File: src/rtl/pwr_sleep_pkg.sv
package pwr_sleep_pkg;
  localparam int MODE_W = 3;
  localparam logic [MODE_W-1:0] MD_IDLE = 3'h2;
  localparam logic [MODE_W-1:0] MD_STBY = 3'h4;
  localparam logic [MODE_W-1:0] MD_HIB  = 3'h5;
  localparam logic [MODE_W-1:0] MD_BKP  = 3'h6;
  localparam logic [MODE_W-1:0] MD_OFF  = 3'h7;

  typedef enum logic [2:0] {
    ST_ACT  = 3'd0,
    ST_IDLE = 3'd1,
    ST_STBY = 3'd2,
    ST_PBKP = 3'd3,
    ST_BKP  = 3'd4,
    ST_HIB  = 3'd5,
    ST_OFF  = 3'd6
  } pstate_e;
  localparam int NSTATE = 7;

  typedef struct packed {
    logic core;
    logic ram;
    logic bkp;
  } pwr_en_t;

  function automatic pwr_en_t en_of(pstate_e s);
    case (s)
      ST_PBKP, ST_HIB: return '{core: 1'b0, ram: 1'b1, bkp: 1'b1};
      ST_BKP:          return '{core: 1'b0, ram: 1'b0, bkp: 1'b1};
      ST_OFF:          return '{core: 1'b0, ram: 1'b0, bkp: 1'b0};
      default:         return '{core: 1'b1, ram: 1'b1, bkp: 1'b1};
    endcase
  endfunction
endpackage

File: src/rtl/mode_field_sync.sv
module mode_field_sync #(
  parameter int W = 3,
  parameter int STAGES = 3,
  parameter logic [W-1:0] RST_VAL = '0
) (
  input  logic         clk,
  input  logic         rst,
  input  logic         clr,
  input  logic         wr_en,
  input  logic [W-1:0] wr_data,
  output logic [W-1:0] eff
);
  logic [STAGES-1:0] vld;
  logic [W-1:0]      dat [STAGES];

  for (genvar i = 0; i < STAGES; i++) begin : g_stage
    if (i == 0) begin : g_head
      always_ff @(posedge clk) begin
        if (rst || clr) begin
          vld[0] <= 1'b0;
          dat[0] <= '0;
        end else begin
          vld[0] <= wr_en;
          dat[0] <= wr_data;
        end
      end
    end else begin : g_body
      always_ff @(posedge clk) begin
        if (rst || clr) begin
          vld[i] <= 1'b0;
          dat[i] <= '0;
        end else begin
          vld[i] <= vld[i-1];
          dat[i] <= dat[i-1];
        end
      end
    end
  end

  always_ff @(posedge clk) begin
    if (rst || clr) eff <= RST_VAL;
    else if (vld[STAGES-1]) eff <= dat[STAGES-1];
  end
endmodule

File: src/rtl/wake_qual.sv
module wake_qual #(
  parameter int N = 8
) (
  input  logic         in_idle,
  input  logic         in_stby,
  input  logic [N-1:0] irq_async,
  input  logic [N-1:0] irq_sync,
  input  logic [N-1:0] run_in_stby,
  output logic         wake
);
  logic any_async, any_sync, stby_sync;
  always_comb begin
    any_async = |irq_async;
    any_sync  = |irq_sync;
    stby_sync = |(irq_sync & run_in_stby);
    wake = (in_idle & (any_async | any_sync)) | (in_stby & (any_async | stby_sync));
  end
endmodule

File: src/rtl/sleep_fsm.sv
module sleep_fsm
  import pwr_sleep_pkg::*;
(
  input  logic              clk,
  input  logic              rst,
  input  logic              wfi,
  input  logic [MODE_W-1:0] mode,
  input  logic              wake,
  input  logic              reg_rdy,
  input  logic              hib_rst_ind,
  input  logic              bkp_rst_ind,
  input  logic              ext_rst,
  output logic              enter_deep,
  output logic [NSTATE-1:0] state_oh,
  output logic              pd_core_en,
  output logic              pd_ram_en,
  output logic              pd_bkp_en,
  output logic              wake_pulse,
  output logic              regs_rst
);
  pstate_e st, nxt;
  pwr_en_t en_n;

  always_comb begin
    nxt = st;
    case (st)
      ST_ACT: if (wfi) begin
        case (mode)
          MD_IDLE: nxt = ST_IDLE;
          MD_STBY: nxt = ST_STBY;
          MD_HIB:  nxt = ST_HIB;
          MD_BKP:  nxt = reg_rdy ? ST_BKP : ST_PBKP;
          MD_OFF:  nxt = ST_OFF;
          default: nxt = ST_ACT;
        endcase
      end
      ST_IDLE, ST_STBY: if (wake) nxt = ST_ACT;
      ST_PBKP: if (reg_rdy) nxt = ST_BKP;
      ST_BKP:  if (bkp_rst_ind) nxt = ST_ACT;
      ST_HIB:  if (hib_rst_ind) nxt = ST_ACT;
      ST_OFF:  if (ext_rst) nxt = ST_ACT;
      default: nxt = ST_ACT;
    endcase
    enter_deep = (nxt != st) && (nxt == ST_HIB || nxt == ST_BKP);
    en_n = en_of(nxt);
  end

  always_ff @(posedge clk) begin
    if (rst) begin
      st         <= ST_ACT;
      state_oh   <= NSTATE'(1);
      pd_core_en <= 1'b1;
      pd_ram_en  <= 1'b1;
      pd_bkp_en  <= 1'b1;
      wake_pulse <= 1'b0;
      regs_rst   <= 1'b0;
    end else begin
      st         <= nxt;
      state_oh   <= NSTATE'(1) << nxt;
      pd_core_en <= en_n.core;
      pd_ram_en  <= en_n.ram;
      pd_bkp_en  <= en_n.bkp;
      wake_pulse <= (st == ST_IDLE || st == ST_STBY) && nxt == ST_ACT;
      regs_rst   <= enter_deep;
    end
  end
endmodule

File: src/rtl/pwr_sleep_seq.sv
module pwr_sleep_seq
  import pwr_sleep_pkg::*;
#(
  parameter int N_IRQ = 8,
  parameter int SYNC_STAGES = 3,
  parameter int CTL_W = 8,
  parameter logic [2:0] MODE_RST = 3'h2
) (
  input  logic             clk,
  input  logic             rst,
  input  logic             cfg_wr_en,
  input  logic [2:0]       cfg_wr_data,
  output logic [2:0]       cfg_rd_data,
  input  logic             ctl_wr_en,
  input  logic [CTL_W-1:0] ctl_wr_data,
  output logic [CTL_W-1:0] ctl_rd_data,
  input  logic             wfi,
  input  logic [N_IRQ-1:0] irq_async,
  input  logic [N_IRQ-1:0] irq_sync,
  input  logic [N_IRQ-1:0] run_in_stby,
  input  logic             reg_rdy,
  input  logic             hib_rst_ind,
  input  logic             bkp_rst_ind,
  input  logic             ext_rst,
  output logic             pd_core_en,
  output logic             pd_ram_en,
  output logic             pd_bkp_en,
  output logic [6:0]       state_oh,
  output logic             wake_pulse,
  output logic             regs_rst
);
  logic enter_deep, wake;

  always_ff @(posedge clk) begin
    if (rst) ctl_rd_data <= '0;
    else if (ctl_wr_en) ctl_rd_data <= ctl_wr_data;
  end

  mode_field_sync #(.W(MODE_W), .STAGES(SYNC_STAGES), .RST_VAL(MODE_RST)) u_sync (
    .clk(clk), .rst(rst), .clr(enter_deep),
    .wr_en(cfg_wr_en), .wr_data(cfg_wr_data), .eff(cfg_rd_data)
  );

  wake_qual #(.N(N_IRQ)) u_wake (
    .in_idle(state_oh[ST_IDLE]), .in_stby(state_oh[ST_STBY]),
    .irq_async(irq_async), .irq_sync(irq_sync), .run_in_stby(run_in_stby),
    .wake(wake)
  );

  sleep_fsm u_fsm (
    .clk(clk), .rst(rst), .wfi(wfi), .mode(cfg_rd_data), .wake(wake),
    .reg_rdy(reg_rdy), .hib_rst_ind(hib_rst_ind), .bkp_rst_ind(bkp_rst_ind),
    .ext_rst(ext_rst), .enter_deep(enter_deep), .state_oh(state_oh),
    .pd_core_en(pd_core_en), .pd_ram_en(pd_ram_en), .pd_bkp_en(pd_bkp_en),
    .wake_pulse(wake_pulse), .regs_rst(regs_rst)
  );
endmodule

File: config.mk
export PLATFORM = sky130hd
export DESIGN_NAME = pwr_sleep_seq
export DESIGN_NICKNAME = d
export VERILOG_FILES = /design/src/rtl/pwr_sleep_pkg.sv /design/src/rtl/mode_field_sync.sv /design/src/rtl/wake_qual.sv /design/src/rtl/sleep_fsm.sv /design/src/rtl/pwr_sleep_seq.sv
export SDC_FILE = /design/constraint.sdc
export NUM_CORES = 1
export LEC_CHECK = 0
export ABC_AREA = 1
export BUFFER_PORTS_ARGS = -buffer_cell sky130_fd_sc_hd__buf_4
export CAP_MARGIN = 5
export CELL_PAD_IN_SITES_DETAIL_PLACEMENT = 1
export CELL_PAD_IN_SITES_GLOBAL_PLACEMENT = 2
export CORE_MARGIN = 10
export CORE_UTILIZATION = 26
export CTS_CLUSTER_DIAMETER = 60
export CTS_CLUSTER_SIZE = 30
export DETAILED_ROUTE_END_ITERATION = 8
export PLACE_DENSITY = 0.79
export SLEW_MARGIN = 20
export SYNTH_ARGS = -nofsm -noshare
export SYNTH_HDL_FRONTEND = slang
export SYNTH_SLANG_ARGS = --single-unit
File: constraint.sdc
create_clock -name clk -period 3.1 [get_ports clk]
set_input_delay 0.155 -clock clk [delete_from_list [all_inputs] [get_ports clk]]
set_output_delay 0.155 -clock clk [all_outputs]
set_load 0.01 [all_outputs]
==> summary.txt <==
Status = completed
Register-to-Register Path Depth = 11
Post-synth top flop = dfxtp_1
Pwr dens = 473.5 mW/mm2
Gr usage total = 9.231%
Layout cell share with drive strength beyond 1 = 35.14%
Startpoint types = flop
CTS buffer count = 5
NumNets Final = 319
Vias in the first global route = 1522
Period utilization = 53.42%
Leak = 1.038 nW
Via density = 4.218
Final Max Slew Viols = 0
Slowest stage delay, CP = 0.43 ns
Starting DRT DRC Count = 47
Row count = 27
RSZ-0062 raised after global routing = no
Fin util = 38.88%
Post-route clock skew = 0.003910 ns
Worst setup path end = u_sync.dat[0][2]
Initial Util = 27.30%
YS warnings = 0
EDFF count, synth = 0
Sequential share of the synthesized area = 49.39%
Setup violators final = 0
Antenna-violating nets left = 0
Hold Path Class = in -> reg
Fraction of registers with async set/reset = 0%
GPL Wtd Cong = 0.7600
IO Pins = 67
Pint = 0.8110 mW
Reg clk slew, reported paths = 0.07 ns
WP data arrival = 1.83 ns
Fin. Hold Viols = 0
Routed wire length = 4.290 mm
Grt total ovfl = 0
Comb power frac = 11.8%
Max Cap Viol = 0
Synth Cell Area = 0.001540 mm2
PnR Total Power = 1.038 mW
Flop2flop setup slack = 1.44 ns
Clk buf depth = 2
Crit Path Class = reg -> reg
Reg2Reg Launch Point = u_fsm.st[2]
Max frequency = 0.6039 GHz
PortBufs = 66
Chip width = 96.97 um
Relative slew slack = 67.43%
Area leader, netlist = dfxtp_1
Post-route DRC = 0
Drt pass-1 iters = 4
Seq pwr share = 49.5%
Synth-to-layout area growth = 42.40%
CP bufs+invs = 2
Largest net degree at the start of global routing = 16
Peak supply drop = 238.9 uV
First-pass GRT wire length = 7.293 mm
Clock group share of total power = 38.8%
Synth cell count leaders = 47 x nor2_1, 38 x dfxtp_1, 31 x nand2_1
CTS tree = done
CTS root buffer = clkbuf_8
Fin crit period = 1.656 ns
Post-CTS sizing = 0
CTS Hold Bufs = 0
Worst path slowest cell = dfxtp_1
Die area = 0.009402 mm2
Sw Pwr = 0.2275 mW
Critical R2R Capture = u_sync.dat[0][2]
WL/cell = 12.33 um
Sw Ratio = 21.90%
Crit path depth = 11
H-Tree Level Count = 2
Critical path origin = u_fsm.st[2]
CP required = 3.27 ns
Half-perimeter wire length after placement = 3.499 mm
Die height = 96.97 um
CP delay by family, top = simple AND/OR/NAND/NOR gates
#FFs+latches synth = 38
Vias = 1468
Slew @ Worst Pin = 0.4879 ns
Mean Syn Cell Area = 7.477 um2
Initial antenna violation count = 0
Fillers = 701
Syn Inst Count = 206
Core box area = 0.005642 mm2
Ranking of synthesized cells by area = dfxtp_1 49%, nor2_1 11%, nand2_1 7.6%
Synth top area share = 49.39%
Count leader, synth = nor2_1
Setup_tns = 0 ns
CTS sink cnt = 38
Number of distinct library cells after synthesis = 23
ANT cells = 0
Syn nets = 250
Clock Latency Late Sink = 0.29 ns
Postcts setup bufs = 0
Worst Path Max Fanout = 14
Critical path endpoint category = flop
Critical-path cell list = inv_2 > nor2_1 > nand3_1 > nand2_1 > nor3_2 > o21ai_2 > inv_2 > nor2_4 > nand2_2 > nand2_4 > nor2_1
-- worst register-to-register path, cell delays in order (launching register included) --
cell	delay (ns)
dfxtp_1	0.43
inv_2	0.09
nor2_1	0.09
nand3_1	0.10
nand2_1	0.10
nor3_2	0.05
o21ai_2	0.11
inv_2	0.11
nor2_4	0.13
nand2_2	0.09
nand2_4	0.19
nor2_1	0.07
-- worst min path at each step --
stage,to,startpoint,depth (start not counted)
3_3_place_gp,u_sync.dat[0][2],cfg_wr_data[2],3
4_1_cts,u_fsm.st[1],rst,2
3_5_place_dp,u_fsm.state_oh[3],rst,2
5_1_grt,u_fsm.st[1],rst,2
2_1_floorplan,u_fsm.regs_rst,rst,1
6_report,u_fsm.st[1],rst,2
-- logic make-up after synthesis --
logic type,synth area share (%)
DFF,49.39
buffers and inverters,9.585
and+or+nand+nor,34.12
AOI/OAI and AO/OA,6.905
-- power by group through the flow --
stage	Sequential (mW)	Clock (mW)	Combinational, mW
floorplan	0.528	0	0.0516
global placement	0.524	0	0.124
detailed placement	0.525	0	0.124
CTS	0.514	0.422	0.125
global route	0.516	0.442	0.139
finish	0.514	0.402	0.122
-- final cells by class --
class                      count  area [um2]  share of cell area (%)
clock inverter                 1       30.03                   1.369
multi-input combinational    135       631.9                   28.81
sequential                    38       760.7                   34.68
inverter                      29       108.9                   4.963
timing repair buffer          66       495.5                   22.59
clock buffer                   7       76.32                   3.480
tap                           72       90.09                   4.107
-- sequential cells by signal, summed over array words and instances, names as in the netlist --
signal and cells:
u_sync.dat 9, ctl_rd_data 8, u_fsm.state_oh 7, u_fsm.st 3, u_sync.eff 3, u_sync.vld 3, u_fsm.pd_bkp_en 1, u_fsm.pd_core_en 1
u_fsm.pd_ram_en 1, u_fsm.regs_rst 1, u_fsm.wake_pulse 1
-- cell usage in the layout (no fill, tap or decap) --
cell type | netlist | routed
clkbuf_8 | 0 | 5
nor3_2 | 1 | 1
nand3_2 | 1 | 1
nand3_1 | 12 | 12
nand2_1 | 31 | 31
nor3_1 | 6 | 6
o21ai_2 | 1 | 1
o211ai_1 | 1 | 1
nor2_1 | 47 | 47
nand4_1 | 1 | 1
inv_1 | 25 | 25
a31oi_1 | 1 | 1
a21oi_1 | 4 | 4
clkbuf_1 | 1 | 2
nand2_4 | 1 | 1
buf_4 | 2 | 66
o21ai_0 | 11 | 11
nor2_2 | 11 | 11
bufinv_16 | 0 | 1
dfxtp_1 | 38 | 38
nor2_4 | 1 | 1
nand2_2 | 4 | 4
a21oi_2 | 1 | 1
inv_2 | 4 | 4
-- through the flow --
step	hold WS [ns]	worst slack, ns	cell area, um2	cells
6_report	0.06981	1.444	2193	348
5_1_grt	0.05712	1.246	2193	348
4_1_cts	0.05859	1.423	2193	348
3_5_place_dp	0.3734	1.441	2087	340
3_3_place_gp	0.3710	1.481	2087	340
2_1_floorplan	0.2274	1.637	1540	206
-- metal layers --
| layer | GRT usage [%] | part of all wire, % |
|---|---|---|
| met2 | 13.14 | 43 |
| met1 | 11.34 | 47 |
| met5 | 0 | 0 |
| met3 | 4.613 | 8.6 |
| met4 | 4.059 | 1.7 |
Note: power is estimated with default switching activity, not from simulation.
